$ cat src/rtl/gap_pkg.sv
package gap_pkg;
  localparam int ADDR_W = 4;

  typedef enum logic [ADDR_W-1:0] {
    A_OWN  = 4'd0,
    A_DIR  = 4'd1,
    A_ODS  = 4'd2,
    A_DOUT = 4'd3,
    A_DIN  = 4'd4,
    A_RISE = 4'd5,
    A_FALL = 4'd6,
    A_LVL  = 4'd7,
    A_MASK = 4'd8,
    A_STAT = 4'd9
  } reg_addr_e;
endpackage

$ cat src/rtl/gap_sync.sv
module gap_sync #(
  parameter int W = 8
) (
  input  logic         clk,
  input  logic         rst,
  input  logic [W-1:0] d,
  output logic [W-1:0] s,
  output logic [W-1:0] p
);
  logic [W-1:0] meta_q;

  always_ff @(posedge clk) begin
    if (rst) begin
      meta_q <= '0;
      s      <= '0;
      p      <= '0;
    end else begin
      meta_q <= d;
      s      <= meta_q;
      p      <= s;
    end
  end
endmodule

$ cat src/rtl/gap_alert.sv
module gap_alert #(
  parameter int W = 8
) (
  input  logic         clk,
  input  logic         rst,
  input  logic [W-1:0] s,
  input  logic [W-1:0] p,
  input  logic [W-1:0] own,
  input  logic [W-1:0] rise,
  input  logic [W-1:0] fall,
  input  logic [W-1:0] lvl,
  input  logic [W-1:0] mask,
  input  logic [W-1:0] clr,
  output logic [W-1:0] stat,
  output logic         alert
);
  logic [W-1:0] ev;
  logic [W-1:0] stat_nx;

  for (genvar i = 0; i < W; i++) begin : g_pin
    logic edge_mode;
    logic edge_hit;
    logic lvl_hit;
    assign edge_mode = rise[i] | fall[i];
    assign edge_hit  = (rise[i] & s[i] & ~p[i]) | (fall[i] & ~s[i] & p[i]);
    assign lvl_hit   = lvl[i] ? s[i] : ~s[i];
    assign ev[i]     = own[i] & (edge_mode ? edge_hit : lvl_hit);

    assert_rise_edge_R6: assert property (@(posedge clk) disable iff (rst)
      ($rose(stat[i]) && $past(rise[i] && !fall[i])) |-> $past(s[i] && !p[i]));

    assert_level_sets_R7: assert property (@(posedge clk) disable iff (rst)
      (own[i] && !rise[i] && !fall[i] && (lvl[i] == s[i]) && !clr[i]) |=> stat[i]);
  end

  // clear takes priority over a coincident event
  assign stat_nx = (stat | ev) & ~clr;

  always_ff @(posedge clk) begin
    if (rst) begin
      stat  <= '0;
      alert <= 1'b0;
    end else begin
      stat  <= stat_nx;
      alert <= |(stat_nx & ~stat & mask);
    end
  end

  assert_alert_new_set_R9: assert property (@(posedge clk) disable iff (rst)
    alert |-> |(stat & ~$past(stat) & $past(mask)));

  assert_stat_fall_w1c_R8: assert property (@(posedge clk) disable iff (rst)
    1'b1 |-> (($past(stat) & ~stat & ~$past(clr)) == '0));

  assert_unowned_no_set_R10: assert property (@(posedge clk) disable iff (rst)
    1'b1 |-> ((stat & ~$past(stat) & ~$past(own)) == '0));
endmodule

$ cat src/rtl/gap_pad.sv
module gap_pad #(
  parameter int W = 8
) (
  input  logic         clk,
  input  logic         rst,
  input  logic [W-1:0] own,
  input  logic [W-1:0] dir,
  input  logic [W-1:0] ods,
  input  logic [W-1:0] dout,
  output logic [W-1:0] pad_o,
  output logic [W-1:0] pad_oe
);
  always_ff @(posedge clk) begin
    if (rst) begin
      pad_o  <= '0;
      pad_oe <= '0;
    end else begin
      pad_o  <= dout & ~ods;
      pad_oe <= own & dir & ~(ods & dout);
    end
  end

  assert_od_no_high_R3: assert property (@(posedge clk) disable iff (rst)
    1'b1 |=> ((pad_oe & $past(ods & dout)) == '0));

  assert_oe_needs_dir_R2: assert property (@(posedge clk) disable iff (rst)
    1'b1 |=> ((pad_oe & ~$past(dir & own)) == '0));
endmodule

$ cat src/rtl/gpio_alert_port.sv
module gpio_alert_port
  import gap_pkg::*;
#(
  parameter int                N_PINS     = 8,
  parameter logic [N_PINS-1:0] MUX_USABLE = N_PINS'(15)
) (
  input  logic              clk,
  input  logic              rst,
  input  logic              bus_wr,
  input  logic              bus_rd,
  input  logic [ADDR_W-1:0] bus_addr,
  input  logic [N_PINS-1:0] bus_wdata,
  output logic [N_PINS-1:0] bus_rdata,
  input  logic [N_PINS-1:0] pad_i,
  output logic [N_PINS-1:0] pad_o,
  output logic [N_PINS-1:0] pad_oe,
  output logic              alert_o
);
  localparam logic [N_PINS-1:0] ALWAYS_OWNED = ~MUX_USABLE;

  logic [N_PINS-1:0] own_r, dir_r, ods_r, dout_r, rise_r, fall_r, lvl_r, mask_r;
  logic [N_PINS-1:0] owned, s_in, p_in, stat, clr_vec, rd_val;

  assign owned   = own_r | ALWAYS_OWNED;
  assign clr_vec = (bus_wr && bus_addr == A_STAT) ? bus_wdata : '0;

  always_ff @(posedge clk) begin
    if (rst) begin
      own_r  <= '0;
      dir_r  <= '0;
      ods_r  <= '0;
      dout_r <= '0;
      rise_r <= '0;
      fall_r <= '0;
      lvl_r  <= '0;
      mask_r <= '0;
    end else if (bus_wr) begin
      case (bus_addr)
        A_OWN:  own_r  <= bus_wdata & MUX_USABLE;
        A_DIR:  dir_r  <= bus_wdata;
        A_ODS:  ods_r  <= bus_wdata;
        A_DOUT: dout_r <= bus_wdata;
        A_RISE: rise_r <= bus_wdata;
        A_FALL: fall_r <= bus_wdata;
        A_LVL:  lvl_r  <= bus_wdata;
        A_MASK: mask_r <= bus_wdata;
        default: ;
      endcase
    end
  end

  always_comb begin
    case (bus_addr)
      A_OWN:   rd_val = own_r;
      A_DIR:   rd_val = dir_r;
      A_ODS:   rd_val = ods_r;
      A_DOUT:  rd_val = dout_r;
      A_DIN:   rd_val = s_in;
      A_RISE:  rd_val = rise_r;
      A_FALL:  rd_val = fall_r;
      A_LVL:   rd_val = lvl_r;
      A_MASK:  rd_val = mask_r;
      A_STAT:  rd_val = stat;
      default: rd_val = '0;
    endcase
  end

  always_ff @(posedge clk) begin
    if (rst)         bus_rdata <= '0;
    else if (bus_rd) bus_rdata <= rd_val;
  end

  gap_sync #(.W(N_PINS)) u_sync (
    .clk(clk), .rst(rst), .d(pad_i), .s(s_in), .p(p_in)
  );

  gap_alert #(.W(N_PINS)) u_alert (
    .clk(clk), .rst(rst), .s(s_in), .p(p_in), .own(owned),
    .rise(rise_r), .fall(fall_r), .lvl(lvl_r), .mask(mask_r),
    .clr(clr_vec), .stat(stat), .alert(alert_o)
  );

  gap_pad #(.W(N_PINS)) u_pad (
    .clk(clk), .rst(rst), .own(owned), .dir(dir_r), .ods(ods_r),
    .dout(dout_r), .pad_o(pad_o), .pad_oe(pad_oe)
  );

  assert_rdata_latency_R4: assert property (@(posedge clk) disable iff (rst)
    (bus_rd && bus_addr == A_DIR) |=> (bus_rdata == $past(dir_r)));
endmodule

$ cat config.mk
export PLATFORM = sky130hd
export DESIGN_NAME = gpio_alert_port
export DESIGN_NICKNAME = d
export VERILOG_FILES = /design/src/rtl/gap_pkg.sv /design/src/rtl/gap_sync.sv /design/src/rtl/gap_alert.sv /design/src/rtl/gap_pad.sv /design/src/rtl/gpio_alert_port.sv
export SDC_FILE = /design/constraint.sdc
export NUM_CORES = 1
export LEC_CHECK = 0
export BUFFER_PORTS_ARGS = -buffer_cell sky130_fd_sc_hd__buf_2
export CORE_MARGIN = 2
export CORE_UTILIZATION = 53
export CTS_CLUSTER_DIAMETER = 30
export DETAILED_ROUTE_END_ITERATION = 7
export PLACE_DENSITY = 0.74
export SYNTH_ARGS = -nofsm -noshare
export SYNTH_HDL_FRONTEND = slang
export SYNTH_SLANG_ARGS = --single-unit
$ cat constraint.sdc
create_clock -name clk -period 1.5 [get_ports clk]
set_input_delay 0.15 -clock clk [delete_from_list [all_inputs] [get_ports clk]]
set_output_delay 0.15 -clock clk [all_outputs]
set_load 0.02 [all_outputs]
## Word level (Yosys, flattened, before mapping)

Index checks and enable logic that the tools add are counted.
W data, S select, Z words.

| storage, ports and cells | value |
|---|---|
| register bits after elaboration | 117 |
| bits of input ports | 24 |
| output and inout bits | 25 |
| logic and storage cells | 134 |

| operators by class | value |
|---|---|
| equal/unequal tests | 9 |
| muxes and demuxes | 18 |
| bitwise logic cells | 80 |
| reduce and logical (&&, ||, !) cells | 11 |

Operators with widths:

| kind | number |
|---|---|
| $pmux W8 S10 | 1 |
| $and A8 B8 Y8 | 7 |
| $and A1 B1 Y1 | 36 |
| $not A8 Y8 | 4 |
| $eq A4 B3 Y1 const B | 4 |
| $mux W1 | 16 |
| $not A1 Y1 | 16 |
| $or A1 B1 Y1 | 16 |
| $reduce_and A2 Y1 | 8 |
| $eq A4 B2 Y1 const B | 2 |
| $eq A4 B4 Y1 const B | 2 |
| $mux W8 | 1 |
| $or A8 B8 Y8 | 1 |
| $reduce_or A8 Y1 | 1 |
| $eq A4 B1 Y1 const B | 1 |
| $logic_not A4 Y1 | 1 |
| $logic_and A1 B1 Y1 | 1 |

## Depth between registers and ports, before layout

Gate-level depths: netlist of the first run.

| logic depth | value |
|---|---|
| depth after elaboration | 11 |
| depth in mapped cells | 8 |
| depth with buffers taken out | 5 |

## Cells and area by module

A second synthesis of the first run with hierarchy kept.

| unflattened totals | value |
|---|---|
| cell total of the unflattened synthesis | 571 |
| area, all modules | 5371.4 sq um |

By module, submodules not included:

| module | times used | cells each | area each (sq um) | sequential area each (sq um) |
|---|---|---|---|---|
| gpio_alert_port | 1 | 388 | 3439.5 | 1361.3 |
| gap_sync | 1 | 50 | 693.2 | 480.5 |
| gap_alert | 1 | 91 | 671.9 | 180.2 |
| gap_pad | 1 | 42 | 566.8 | 320.3 |

## Worst setup path after synthesis of the first run

No wires, ideal clock.

| timing | value |
|---|---|
| path kind | reg-to-reg |
| start | reg u_sync.s[5] |
| end | reg u_alert.alert |
| library setup time | 138 ps |
| arrival | 1297 ps |
| required time | 1362 ps |
| slack | 65 ps |
| cell stages (with the launch flop) | 5 |
| path buffers | 0 |
| period minus slack after synthesis | 1435 ps |
| cells stage by stage | dfxtp_1 > and3b_1 > or4_1 > a2bb2oi_1 > a41oi_1 |

| on the way | value |
|---|---|
| word-level cells in the longest chain between the ends | 10 |
| elaborated cells on any way between the ends | 13 |
| those cells by class | mux: 2; bitwise: 10; reduce/logical: 1 |

Ends and longest elaborated chain:

| element | RTL line | text |
|---|---|---|
| from (decl) | gap_sync.sv:7 | `output logic [W-1:0] s,` |
| from (signal assigned) | gap_sync.sv:19 | `s <= meta_q;` |
| $not A1 Y1 | gap_alert.sv:25, gap_alert.sv:26 |  |
| $and A1 B1 Y1 (2 in a row) | gap_alert.sv:25 | `assign edge_hit = (rise[i] & s[i] & ~p[i]) \| (fall[i] & ~s[i] & p[i]);` |
| $or A1 B1 Y1 | gap_alert.sv:25 |  |
| $mux W1 * | gap_alert.sv:27 | `assign ev[i] = own[i] & (edge_mode ? edge_hit : lvl_hit);` |
| $or A8 B8 Y8 * | gap_alert.sv:37 | `assign stat_nx = (stat \| ev) & ~clr;` |
| $and A8 B8 Y8 * | gap_alert.sv:37 |  |
| $and A8 B8 Y8 * (2 in a row) | gap_alert.sv:45 | `alert <= \|(stat_nx & ~stat & mask);` |
| $reduce_or A8 Y1 * | gap_alert.sv:45 |  |
| to (signal assigned) | gap_alert.sv:45 |  |
| to (decl) | gap_alert.sv:15 | `output logic alert` |

Every way passes the cells marked *; elsewhere a longest branch is shown, timed or not.
A chain may end at the register's enable or synchronous reset.

## Final worst setup path of the first run

| timing | value |
|---|---|
| start | reg u_sync.s[4] |
| end | reg u_alert.alert |

Same word-level chain as after synthesis.

==> metrics.md, run 1 <==
| Metric | Value |
|---|---|
| Failing checks | setup timing |
| Final wirelength | 15300 um |
| Die extent in y | 103 um |
| CP arrival | 1.89 ns |
| Clk sinks | 117 |
| Initial drt markers | 290 |
| WL met3 | 1010 um |
| Most instantiated cells after synthesis | dfxtp_1 (117), nand2_1 (52), nor2_1 (48), mux2i_1 (47), a21oi_1 (42) |
| Clock buffer depth | 2 |
| Detailed placement HPWL | 10700 um |
| Largest net degree at the start of global routing | 75 |
| Starting Density | 55.2% |
| Leak | 2.96 nW |
| Core Area | 0.00933 sq mm |
| Ys flop type | dfxtp_1 |
| Initial antenna violation count | 0 |
| Crit-path cells | and3b_1, or4_4, a2bb2oi_2, a41oi_2 |
| Clock Skew | 0.00547 ns |
| Synth Area per Inst | 9.08 sq um |
| TritonRoute pass-1 iters | 5 |
| Endpoints failing setup | 1 |
| H-Tree Depth | 4 |
| Synth top area share | 45.5% |
| CP Data Required Time | 1.88 ns |
| Area Overhead vs Synth | 33.8% |
| Place WS | -0.235 ns |
| Cells after synthesis | 567 |
| I/O Buffers | 48 |
| Max-slew violations | 0 |
| Pwr Density | 1120 mW/mm^2 |
| Post-DR vias/cell | 5.69 |
| Slew HR | 69.2% |
| GRT overflow | 0 |
| Vias in the first global route | 4450 |
| Max FO, Critical Path | 4 |
| Reg clk slew, reported paths | 0.06 ns |
| GPL Wtd Cong | 0.960 |
| Count leader, synth | dfxtp_1 |
| First-pass GRT wire length | 24200 um |
| Peak supply drop | 908 uV |
| Worst Path Buf+Inv | 0 |
| Vias | 4701 |
| Number of synthesized flops with an enable pin | 0 |
| Post-DRT Antenna Nets | 0 |
| CTS Buf Count | 17 |
| Yosys cell types | 58 |
| # nets final | 708 |
| Die Area | 0.0105 sq mm |
| Status | finished, violations left |
| Synthesized cell area | 0.00515 sq mm |
| Clk Latency, worst-skew pair | 0.52 ns |
| Worst stage delay on the critical path | 0.52 ns |
| Drt wl/cell | 18.6 um |
| M1 WL | 6870 um |
| Chip width | 103 um |
| Clk root buf | clkbuf_8 |
| Rows | 35 |
| Share of synthesized registers carrying an async set or reset | 0% |
| Fmax | 0.660 GHz |
| Fillers | 682 |
| HP Class | in2reg |
| Area leader, netlist | dfxtp_1 |
| Post-synthesis sequential area ratio | 45.5% |
| Residual DRC | 0 |
| Max-cap check violation count | 0 |
| Critical path capture point type | flip-flop |
| Crit-path leading delay family | simple AND/OR/NAND/NOR gates |
| Met2 Wirelength | 7150 um |
| Min Tclk post-route | 1.51 ns |
| TNS Setup | -0.0149 ns |
| TritonCTS clock tree | yes |
| Final Cycle Share | 101% |
| Total Routing Usage GR | 31.0% |
| Synth top area cells | dfxtp_1 (45%), mux2i_1 (9.1%), a21oi_1 (4.1%) |
| Highest metal used | met4 |
| Max stage delay cell, worst path | or4_4 |
| Share of cells above drive strength 1 | 25.8% |
| Post-route setup slack | -0.0149 ns |
| # diodes | 0 |
| Worst setup SP type | flip-flop |
| Ports | 49 |
| Post-layout power | 7.75 mW |
| Synth Net Count | 591 |
| RSZ-0062 raised after global routing | true |
| Final Hold Vio Count | 0 |
| FF+latch count, synth | 117 |
| Synth warn | 0 |
| WS Path Type | reg2reg |
| Worst slew pin tran | 0.461 ns |
| Final Core Density | 73.9% |
-- stage by stage --
step / cell area, sq um / hold WS [ns] / instances
after detailed placement: 6010 / 0.370 / 774
after global routing: 6890 / 0.0243 / 826
final: 6890 / 0.0233 / 826
after global placement: 6010 / 0.362 / 774
after floorplan: 5150 / 0.278 / 567
after CTS: 6870 / 0.0140 / 825
-- final cells by class --
| type | count | area [sq um] | area share [%] |
|---|---|---|---|
| tap | 129 | 161 | 2.34 |
| sequential | 117 | 2350 | 34.1 |
| timing repair buffer | 139 | 1090 | 15.8 |
| inverter | 2 | 7.51 | 0.109 |
| clock buffer | 18 | 428 | 6.21 |
| clock inverter | 14 | 153 | 2.21 |
| multi-input combinational | 407 | 2700 | 39.2 |
-- layer usage --
metal | vias up | global-route usage [%]
met5 | - | 0
met2 | 186 | 49.3
li1 | 2242 | -
met1 | 2247 | 40.9
met3 | 26 | 7.86
met4 | 0 | 11.3
-- cell families (layout without fill, tap and decap cells) --
family                    Yosys count  after routing  synth area share [%]
muxes                              53             53                  10.4
DFF                               117            117                  45.5
buffers and inverters              43            173                  3.91
and+or+nand+nor                   236            236                  25.4
xor gates and xnor gates            8              8                  1.36
AOI/OAI and AO/OA                 110            110                  13.4
-- worst register-to-register path, delay by kind of cell (launching register included) --
kind	cells	cell delay [ns]
DFF	1	0.35
AOI/OAI and AO/OA	2	0.33
and+or+nand+nor	2	0.70
-- where the power goes --
group | switching (mW) | internal [mW] | total [mW]
registers | 0.0512 | 3.17 | 3.22
logic | 0.330 | 0.278 | 0.608
clock network | 1.50 | 2.42 | 3.92
-- cells in the final DEF, fill, tap and decap left out, types with 9 or more instances in the layout --
cell type        n
dfxtp_1        111
buf_4           63
and3_1          11
and3b_1          9
o21ai_0         12
nor2_1          48
o21ai_1         10
clkbuf_16       16
nand3_1         20
nor3b_1         11
nand2b_1        16
nor2b_1         31
a21oi_1         42
buf_2           47
nand2_1         52
buf_12           9
mux2i_1         47
dlygate4sd3_1   19
-- final timing paths --
kind                         start            end  slack (ns)  cells past startpoint
setup / recovery       u_sync.s[4]  u_alert.alert       -0.01                      4
hold / removal              bus_rd   bus_rdata[4]        0.02                      3
setup reg to reg       u_sync.s[4]  u_alert.alert       -0.01                      4
hold reg to reg   u_sync.meta_q[4]    u_sync.s[4]        0.44                      1
-- timing repair --
item | in CTS | in global routing
hold endpoints to repair | 31 | 0
pin swaps | 4 | 4
setup buffers | 0 | 1
hold buffers | 19 | 0
resized for setup | 16 | 6
endpoints found under the setup margin | 1 | 4
No activity file was read; power rests on OpenSTA's default activity.
==> inputs of run 2 (changes only) <==
--- a/config.mk
+++ b/config.mk
@@ -6,11 +6,12 @@
 export NUM_CORES = 1
 export LEC_CHECK = 0
 export BUFFER_PORTS_ARGS = -buffer_cell sky130_fd_sc_hd__buf_2
+export CAP_MARGIN = 10
 export CORE_MARGIN = 2
-export CORE_UTILIZATION = 53
+export CORE_UTILIZATION = 45
 export CTS_CLUSTER_DIAMETER = 30
 export DETAILED_ROUTE_END_ITERATION = 7
-export PLACE_DENSITY = 0.74
+export PLACE_DENSITY = 0.65
 export SYNTH_ARGS = -nofsm -noshare
 export SYNTH_HDL_FRONTEND = slang
 export SYNTH_SLANG_ARGS = --single-unit
==> run 2 against run 1 <==
Effect of this change: the run still ends with setup timing left; largest cell class unchanged; combinational power is 1% higher; power is 2.6% higher; setup slack worse by 0.019 ns; non-clock buffer count stayed put; highest routed layer unchanged.
==> metrics.md, run 2 (synthesis gave the netlist of run 1 again) <==
| Metric | Value |
|---|---|
| Status | finished, violations left (unchanged) |
| Failing checks | setup timing (unchanged) |
| RSZ-0062 raised after global routing | true (unchanged) |
| Final Hold Vio Count | 0 (unchanged) |
| CP Data Required Time | 1.80 ns (was 1.88 ns) |
| Placed insts | 800 (was 774) |
| Final wirelength | 15200 um (was 15300 um) |
| Max stage delay cell, worst path | o41ai_4 (was or4_4) |
| CP arrival | 1.84 ns (was 1.89 ns) |
| Final Cycle Share | 102% (was 101%) |
| Hold_sp | bus_wdata[1] (was bus_rd) |
| GPL Wtd Cong | 0.883 (was 0.960) |
| Crit-path cells | mux2_4, a32o_2, o41ai_4, a21oi_1 (was and3b_1, or4_4, a2bb2oi_2, a41oi_2) |
| Initial antenna violation count | 1 (was 0) |
| Vias | 4667 (was 4701) |
| Non-filler instance count after layout | 840 (was 826) |
| Post-layout power | 7.95 mW (was 7.75 mW) |
| Clk sinks | 117 (unchanged) |
| Register area | 0.00235 sq mm (about the same) |
| I/O Buffers | 48 (unchanged) |
| First-pass GRT wire length | 24200 um (about the same) |
| Clock buffer depth | 2 (unchanged) |
| FF-to-FF Start | u_sync.s[1] (was u_sync.s[4]) |
| Worst Hold Depth | 3 (unchanged) |
| Clk Latency, worst-skew pair | 0.43 ns (was 0.52 ns) |
| Die Area | 0.0123 sq mm (was 0.0105 sq mm) |
| Peak supply drop | 1170 uV (was 908 uV) |
| CTS Buf Count | 17 (unchanged) |
| Residual DRC | 0 (unchanged) |
| TNS Setup | -0.0335 ns (was -0.0149 ns) |
| Post-DRT Antenna Nets | 0 (unchanged) |
| Commonest non-fill, non-tap cell in the layout | dfxtp_1 (unchanged) |
| FF-to-FF End | bus_rdata[1] (was u_alert.alert) |
| Detailed placement HPWL | 11100 um (was 10700 um) |
| Pwr Density | 1150 mW/mm^2 (was 1120 mW/mm^2) |
| Largest net degree at the start of global routing | 49 (was 75) |
| TritonRoute pass-1 iters | 5 (unchanged) |
| Initial drt markers | 408 (was 290) |
| WS Path Type | reg2reg (unchanged) |
| Total Routing Usage GR | 25.6% (was 31.0%) |
| H-Tree Depth | 4 (unchanged) |
| Worst Path Buf+Inv | 0 (unchanged) |
| Vias in the first global route | 4459 (was 4450) |
| Hold Path Sink | lvl_r[1] (was bus_rdata[4]) |
| Die extent in y | 111 um (was 103 um) |
| Slew HR | 58.0% (was 69.2%) |
| Post-route setup slack | -0.0335 ns (was -0.0149 ns) |
| Worst slew pin tran | 0.628 ns (was 0.461 ns) |
| Cell depth of the worst flop-to-flop path | 4 (unchanged) |
| Multi-input gate area | 0.00272 sq mm (was 0.00270 sq mm) |
| GRT overflow | 0 (unchanged) |
| Clock Skew | 0.0140 ns (was 0.00547 ns) |
| Endpoints failing setup | 1 (unchanged) |
| Max FO, Critical Path | 5 (was 4) |
| R2R setup slack | -0.03 ns (was -0.01 ns) |
| Fmax | 0.652 GHz (was 0.660 GHz) |
| Area Overhead vs Synth | 34.4% (was 33.8%) |
| WP depth | 4 (unchanged) |
| # nets final | 708 (unchanged) |
| Worst stage delay on the critical path | 0.38 ns (was 0.52 ns) |
| Rows | 39 (was 35) |
| Place WS | -0.342 ns (was -0.235 ns) |
| Min Tclk post-route | 1.53 ns (was 1.51 ns) |
| Drt wl/cell | 18.1 um (was 18.6 um) |
| Ports | 49 (unchanged) |
| Max-cap check violation count | 0 (unchanged) |
| Fillers | 960 (was 682) |
| Leak | 2.98 nW (was 2.96 nW) |
| Starting Density | 45.7% (was 55.2%) |
| Crit-path leading delay family | compound AO/OA/AOI/OAI gates (was simple AND/OR/NAND/NOR gates) |
| Chip width | 111 um (was 103 um) |
| Clk root buf | clkbuf_16 (was clkbuf_8) |
| Share of cells above drive strength 1 | 27.6% (was 25.8%) |
| Core Area | 0.0113 sq mm (was 0.00933 sq mm) |
| Cell area after layout | 0.00692 sq mm (was 0.00689 sq mm) |
| Reg clk slew, reported paths | 0.06 ns (about the same) |
| Placed standard-cell area | 0.00611 sq mm (was 0.00601 sq mm) |
| HP Class | in2reg (unchanged) |
| Critical path capture point type | flip-flop (unchanged) |
| Post-DR vias/cell | 5.56 (was 5.69) |
| TritonCTS clock tree | yes (unchanged) |
| Worst setup SP type | flip-flop (unchanged) |
| Max-slew violations | 0 (unchanged) |
| Commonest cells after routing, fill and taps aside | dfxtp_1 (111), buf_4 (73), nand2_1 (52), nor2_1 (47), buf_2 (47) (was dfxtp_1 (111), buf_4 (63), nand2_1 (52), nor2_1 (48)) |
==> run 2: cell count changes in the layout (fill, tap and decap cells not counted), sizes merged <==
| cell | previous run | this run |
|---|---|---|
| buf | 120 | 131 |
| bufinv | 2 | 3 |
| clkbuf | 18 | 22 |
| clkinv | 8 | 5 |
| diode | 0 | 1 |
| dlygate4sd3 | 19 | 8 |
| inv | 5 | 2 |
==> run 2: worst max-delay path by stage <==
stage,from,endpoint,slack (ns)
detailed placement,bus_addr[0],bus_rdata[1],-0.34
CTS,u_sync.s[1],bus_rdata[1],-0.05
finish,u_sync.s[1],bus_rdata[1],-0.03
global placement,bus_addr[0],bus_rdata[1],-0.32
floorplan,u_sync.s[5],u_alert.alert,0.07
global route,u_sync.s[1],bus_rdata[1],-0.05
==> run 2: worst register-to-register path: stages (launching register included) <==
cell	delay [ns]
dfxtp_2	0.34
mux2_4	0.28
a32o_2	0.30
o41ai_4	0.38
a21oi_1	0.11
==> run 2: what timing repair did <==
| action | CTS | global route |
|---|---|---|
| endpoints found under the hold margin | 8 | 0 |
| hold buffers | 8 | 0 |
| setup buffers | 0 | 1 |
| setup endpoints to repair | 3 | 3 |
| pin swaps | 5 | 9 |
| gates resized for setup | 15 | 15 |
==> run 2: per-layer routing <==
metal  global-route usage, %  part of all wire (%)
met3                    7.49                   7.2
met4                    9.92                   1.4
met5                       0                     0
met2                    39.5                    46
met1                    33.8                    45
==> run 2: through the flow <==
stage | hold slack [ns] | util (%)
2_1_floorplan | 0.278 | -
3_3_place_gp | 0.357 | 54.2
3_5_place_dp | 0.364 | 54.2
4_1_cts | 0.0598 | 60.9
5_1_grt | 0.0725 | 61.4
6_report | 0.0758 | 61.4
==> run 2: power by group <==
group / total (mW) / internal (mW) / switching [mW]
Combinational: 0.614 / 0.283 / 0.331
Clock: 4.11 / 2.72 / 1.39
Sequential: 3.22 / 3.17 / 0.0500
Total: 7.95 / 6.17 / 1.77
==> run 2: cell type report <==
type	instances	area share, %
flip-flops and latches	117	34.0
inverters	2	0.108
diodes	1	0.0361
clock inverters	9	1.83
repair buffers	139	15.4
clock buffers	22	6.85
multi-input cells	407	39.2
well taps	143	2.58
